**src/rtl/rt_pkg.sv**
```systemverilog
package rt_pkg;
    typedef enum logic [1:0] {
        MODE_SEL = 2'b00,
        MODE_TRU = 2'b01,
        MODE_FAL = 2'b10
    } mode_e;

    localparam int NUM_LANES = 2;

    typedef struct packed {
        mode_e mode;
    } rt_state_t;
endpackage

```
**src/rtl/rt_guard.sv**
```systemverilog
module rt_guard
    import rt_pkg::*;
#(
    parameter int LANES = NUM_LANES
) (
    input  mode_e              mode_q,
    input  logic               sel_valid,
    output logic               sel_ready,
    input  logic               din_valid,
    output logic               din_ready,
    input  logic [LANES-1:0]   out_ready,
    output logic [LANES-1:0]   out_valid,
    output logic               fire_sel,
    output logic               fire_dat
);
    logic [LANES-1:0] lane_sel;

    // lane k is owned by route mode k+1 (lane 0 true, lane 1 false)
    generate
        for (genvar k = 0; k < LANES; k++) begin : g_lane
            assign lane_sel[k]  = (mode_q == mode_e'(k + 1));
            assign out_valid[k] = lane_sel[k] & din_valid;
        end
    endgenerate

    assign sel_ready = (mode_q == MODE_SEL);
    assign din_ready = |(lane_sel & out_ready);
    assign fire_sel  = sel_valid & sel_ready;
    assign fire_dat  = din_valid & din_ready;
endmodule

```
**src/rtl/rt_mode_reg.sv**
```systemverilog
module rt_mode_reg
    import rt_pkg::*;
(
    input  logic  clk,
    input  logic  rst_n,
    input  logic  fire_sel,
    input  logic  fire_dat,
    input  logic  sel_bit,
    output mode_e mode_q
);
    rt_state_t st_d, st_q;

    always_comb begin
        st_d = st_q;
        if (fire_sel) begin
            st_d.mode = sel_bit ? MODE_TRU : MODE_FAL;
        end else if (fire_dat) begin
            st_d.mode = MODE_SEL;
        end
    end

    always_ff @(posedge clk or negedge rst_n) begin
        if (!rst_n) begin
            st_q <= '{mode: MODE_SEL};
        end else begin
            st_q <= st_d;
        end
    end

    assign mode_q = st_q.mode;
endmodule

```
**src/rtl/route_actor.sv**
```systemverilog
module route_actor
    import rt_pkg::*;
#(
    parameter int DATA_W = 8,
    parameter int SEL_W  = 4
) (
    input  logic              clk,
    input  logic              rst_n,
    input  logic              sel_valid,
    output logic              sel_ready,
    input  logic [SEL_W-1:0]  sel_data,
    input  logic              din_valid,
    output logic              din_ready,
    input  logic [DATA_W-1:0] din_data,
    output logic              tru_valid,
    input  logic              tru_ready,
    output logic [DATA_W-1:0] tru_data,
    output logic              fal_valid,
    input  logic              fal_ready,
    output logic [DATA_W-1:0] fal_data
);
    mode_e                mode_q;
    logic                 fire_sel, fire_dat;
    logic [NUM_LANES-1:0] lane_valid;
    logic                 unused_sel_hi;

    // only bit 0 of the selector token carries the route
    assign unused_sel_hi = ^sel_data[SEL_W-1:1];

    rt_guard #(.LANES(NUM_LANES)) u_guard (
        .mode_q    (mode_q),
        .sel_valid (sel_valid),
        .sel_ready (sel_ready),
        .din_valid (din_valid),
        .din_ready (din_ready),
        .out_ready ({fal_ready, tru_ready}),
        .out_valid (lane_valid),
        .fire_sel  (fire_sel),
        .fire_dat  (fire_dat)
    );

    rt_mode_reg u_mode (
        .clk      (clk),
        .rst_n    (rst_n),
        .fire_sel (fire_sel),
        .fire_dat (fire_dat),
        .sel_bit  (sel_data[0]),
        .mode_q   (mode_q)
    );

    assign tru_valid = lane_valid[0];
    assign fal_valid = lane_valid[1];
    assign tru_data  = din_data;
    assign fal_data  = din_data;
endmodule

```
**config.mk**
```make
export PLATFORM = sky130hd
export DESIGN_NAME = route_actor
export DESIGN_NICKNAME = d
export VERILOG_FILES = /design/src/rtl/rt_pkg.sv /design/src/rtl/rt_guard.sv /design/src/rtl/rt_mode_reg.sv /design/src/rtl/route_actor.sv
export SDC_FILE = /design/constraint.sdc
export NUM_CORES = 1
export LEC_CHECK = 0
export ABC_AREA = 1
export CORE_AREA = 2 2 39 41
export DETAILED_ROUTE_END_ITERATION = 8
export DIE_AREA = 0 0 41 43
export GPL_TIMING_DRIVEN = 0
export PLACE_DENSITY = 0.69
export SLEW_MARGIN = 20
export SYNTH_ARGS = -nofsm -noshare
export SYNTH_HDL_FRONTEND = slang
export SYNTH_HIERARCHICAL = 1
export SYNTH_SLANG_ARGS = --single-unit
```
**constraint.sdc**
```tcl
create_clock -name clk -period 1.6 [get_ports clk]
set_clock_uncertainty 0.05 [all_clocks]
set_input_delay 0.32 -clock clk [delete_from_list [all_inputs] [get_ports clk]]
set_output_delay 0.32 -clock clk [all_outputs]
set_load 0.02 [all_outputs]
```
# ---- Word-level counts from Yosys, hierarchy flattened
# Index checks and enable logic that the tools add are counted.
dict set report word_totals {
  ff_bits 2
  out_inout_bits 20
  elab_cells 14
}
dict set report op_classes {
  n_eq_ne 2
  muxes 3
  n_bitwise 5
  n_reduce_logical 3
}
# op n
set op_table {}
lappend op_table {{two-way mux 2 bit} 3}
lappend op_table {{AND 1 bit} 4}
lappend op_table {{AND 2 bit} 1}
lappend op_table {{equality test 2 x 1 -> 1 bit, second input constant} 1}
lappend op_table {{equality test 2 bit, second input constant} 1}
lappend op_table {{zero test 2 bit} 1}
lappend op_table {{nonzero test 2 bit} 1}
lappend op_table {{OR reduction 2 bit} 1}

# ---- Depth between registers and ports, before layout
dict set report logic_depth {
  word_depth 6
  ltp_mapped 6
  mapped_depth_nobuf 6
}

# ---- Hierarchy
# Netlist, hierarchy kept.
# mod n_inst cells_per_inst area_each_um2 seq_area_each_um2
set by_module_without_submodules {}
lappend by_module_without_submodules {route_actor 1 16 120.1 0.0}
lappend by_module_without_submodules {rt_mode_reg 1 10 82.6 50.0}
lappend by_module_without_submodules {rt_guard 1 11 51.3 0.0}

# ---- Worst setup path after synthesis
# No wires, ideal clock.
dict set report synth_timing {
  path_kind {register to output}
  start {register u_mode.st_q, in the netlist u_mode/mode_q[0]}
  end {output tru_valid}
  t_arrival_ns 0.947
  required_ns 1.230
  setup_slack_ns 0.283
  stages_incl_launch_ff 3
  cell_sequence {dfrtp_1 > inv_1 > nor3_1}
}
dict set report synth_between {
  elab_chain_cells 2
}
# item line
set synth_lines {}
lappend synth_lines {{start: declaration} rt_mode_reg.sv:11} ;# rt_state_t st_d, st_q;
lappend synth_lines {{start signal: assignment} rt_mode_reg.sv:24} ;# st_q <= '{mode: MODE_SEL};
lappend synth_lines {{start signal: assignment} rt_mode_reg.sv:26} ;# st_q <= st_d;
lappend synth_lines {{equality test 2 x 1 -> 1 bit} rt_guard.sv:21} ;# assign lane_sel[k] = (mode_q == mode_e'(k + 1));
lappend synth_lines {{AND 1 bit} rt_guard.sv:22} ;# assign out_valid[k] = lane_sel[k] & din_valid;
lappend synth_lines {{end: declaration} route_actor.sv:15} ;# output logic tru_valid,
# Every way passes these cells.

# ---- Worst setup path in the final report
dict set report layout_timing {
  start {input din_valid}
  end {output tru_valid}
}
dict set report layout_between {
  elab_chain_cells 1
}
# item line
set layout_lines {}
lappend layout_lines {{start: declaration} route_actor.sv:12} ;# input logic din_valid,
lappend layout_lines {{AND 1 bit} rt_guard.sv:22}
# Every way passes these cells.

==> results.yml <==
place:
  place_area_um2: 534
  dpl.hpwl_um: 559
  numPortBuffers: 26
  gp_congestion: 0.534
routing:
  wl_um: 659
  vias_per_cell: 3.72
  first_iter_violations: 11
  vias: 305
  ant_nets: 0
  drc: 0
  firstDrtPassIters: 4
  wire_per_inst_um: 8.04
die:
  start_util_pct: 18.4
  die_h_um: 43
  num_rows: 14
  core_um2: 1380
  fp.dieArea_um2: 1760
  io_pins: 38
  die_w_um: 41
yosys:
  synth_area_leader_cell: "buf_4"
  synth_top_area_share_pct: 47.3
  synth_most_common_cell: "buf_4"
  synthArstFlopShare_pct: 100
  synthFlopType: "dfrtp_1"
  ys_top_cells_by_area: "buf_4 (47%), dfrtp_1 (20%), nand2_1 (10%), inv_1 (5.9%), nand3_1 (3.9%)"
  ys_ff_latch: 2
  yosys-top-cells-count: "buf_4 (16), nand2_1 (7), inv_1 (4)"
  synth_area_per_cell_um2: 6.86
  syn_nets: 55
  seq_area_frac_synth_pct: 19.7
  yosysUniqueCellTypes: 10
  syn_inst: 37
  ys_warn_count: 6
  synth_edf_count: 0
  synth_area_um2: 254
clock_network:
  clk_path_buf_depth: 2
  cts_tree: "yes"
  cts_made_buffers: 3
  cts_max_level: 1
  clkLatencyLatePin_ns: 0.22
  cts.sinks: 2
  postCtsSetupRepairBufs: 0
  cts_hold_buf: 0
  clk_pin_slew_ns: 0.03
  root_buffer: "clkbuf_4"
power_and_ir_drop:
  power_density_nw_per_um2: 940
  total_power_uw: 508
  static-leakage-power_uw: 0.000274
  ir_drop_v: 0.000378
setup_path:
  path_max_fanout: 3
  arrival_ns: 1.14
  reg2regPathDepth: 4
  cp.required_ns: 1.23
  endpoint_kind: "output port"
  startpoint_type: "input pin"
  path_class: "input pin to output port"
layout:
  diodes: 0
  nets: 86
  fin_area_um2: 541
  largest_register_ffs: 2
  drive_gt1_share_pct: 34.8
  syn_to_final_growth_pct: 113
worst_hold_path:
  hold_class: "input pin to asynchronous set/reset pin"
global_routing:
  grt_first_pass_wirelength_um: 855
  grt_start_max_net_pins: 7
  grt_overflow: 0
  grt_usage_pct: 7.92
  grt_pass1_vias: 231
  antenna_found_initial: 0
sta:
  layout_min_cycle_time_ns: 1.51
  rsz0062_at_grt: "false"
  finalCritPeriodShare_pct: 94.6
  final-hold-violation-count: 0
  timing.final.max_slew_violations: 0
  setup_violations: 0
  fmax_mhz: 661
  relSlewSlack_pct: 73.4
  worst_slew_pin_slew_ns: 0.399
  tns_ns: 0
outcome:
  outcome: "finished, final reports clean"
job:
  cap_violations: 0
==> where the power goes <==
part	total (uW)	switching (uW)	internal (uW)
clock	112	29.0	82.7
sequential	106	32.1	73.4
combinational	291	154	137
==> layer usage <==
metal	vias to the layer above	part of all wire, %	track usage (%)
li1	156	-	-
met1	131	32	7.35
met2	18	51	10.6
met3	0	17	3.66
met4	0	0	10.0
met5	-	0	0
==> through the flow <==
step           cells  utilization, %  hold slack, ns  setup WS (ns)
3_5_place_dp      79            38.6           0.448         -0.370
2_1_floorplan     37               -         -0.0256          0.283
3_3_place_gp      79            38.6           0.442         -0.364
6_report          82            39.1           0.210         0.0865
5_1_grt           82            39.1           0.201         0.0498
4_1_cts           82            39.5           0.206         0.0172
==> worst max-delay path, cell delays in order <==
cell	delay [ns]
clkdlybuf4s50_1	0.45
inv_1	0.06
nor3_1	0.12
buf_2	0.19
==> layout make-up <==
class	count	area, um2
Tap cell	16	20.0
Timing Repair Buffer	26	244
Buffer	16	120
Clock buffer	3	22.5
Multi-Input combinational cell	15	68.8
Inverter	4	15.0
Sequential cell	2	50.0
Fill cell	149	843
==> path summary, 6_finish.rpt <==
check | start | to | slack [ns]
max | din_valid | tru_valid | 0.09
min | rst_n | u_mode/mode_q[0]$_DFFE_PN0P_ | 0.21
max reg2reg | u_mode/mode_q[1]$_DFFE_PN0P_ | u_mode/mode_q[1]$_DFFE_PN0P_ | 0.42
min reg2reg | u_mode/mode_q[0]$_DFFE_PN0P_ | u_mode/mode_q[0]$_DFFE_PN0P_ | 0.52
max in group asynchronous | rst_n | u_mode/mode_q[1]$_DFFE_PN0P_ | 1.17
min in group clk | u_mode/mode_q[0]$_DFFE_PN0P_ | u_mode/mode_q[0]$_DFFE_PN0P_ | 0.52
==> cell usage in the layout (no fill, tap or decap) <==
cell,instances
clkdlybuf4s50_1,22
buf_4,16
nand2_1,7
inv_1,4
clkbuf_4,3
buf_2,3
nor3_1,2
nand3_1,2
dfrtp_1,2
dlygate4sd2_1,1
nor2_1,1
nor3b_1,1
a21oi_1,1
nor2_2,1
==> kinds of logic after synthesis <==
family	after synthesis	synth area share, %
flops	2	19.7
compound gates	1	1.97
simple gates	14	25.1
buf+inv	20	53.2
==> timing repair <==
item	in CTS	in global routing
gates cloned	0	0
endpoints found under the setup margin	4	1
pin swaps	0	0
gates resized for setup	14	1
Note: power is estimated with default switching activity, not from simulation.
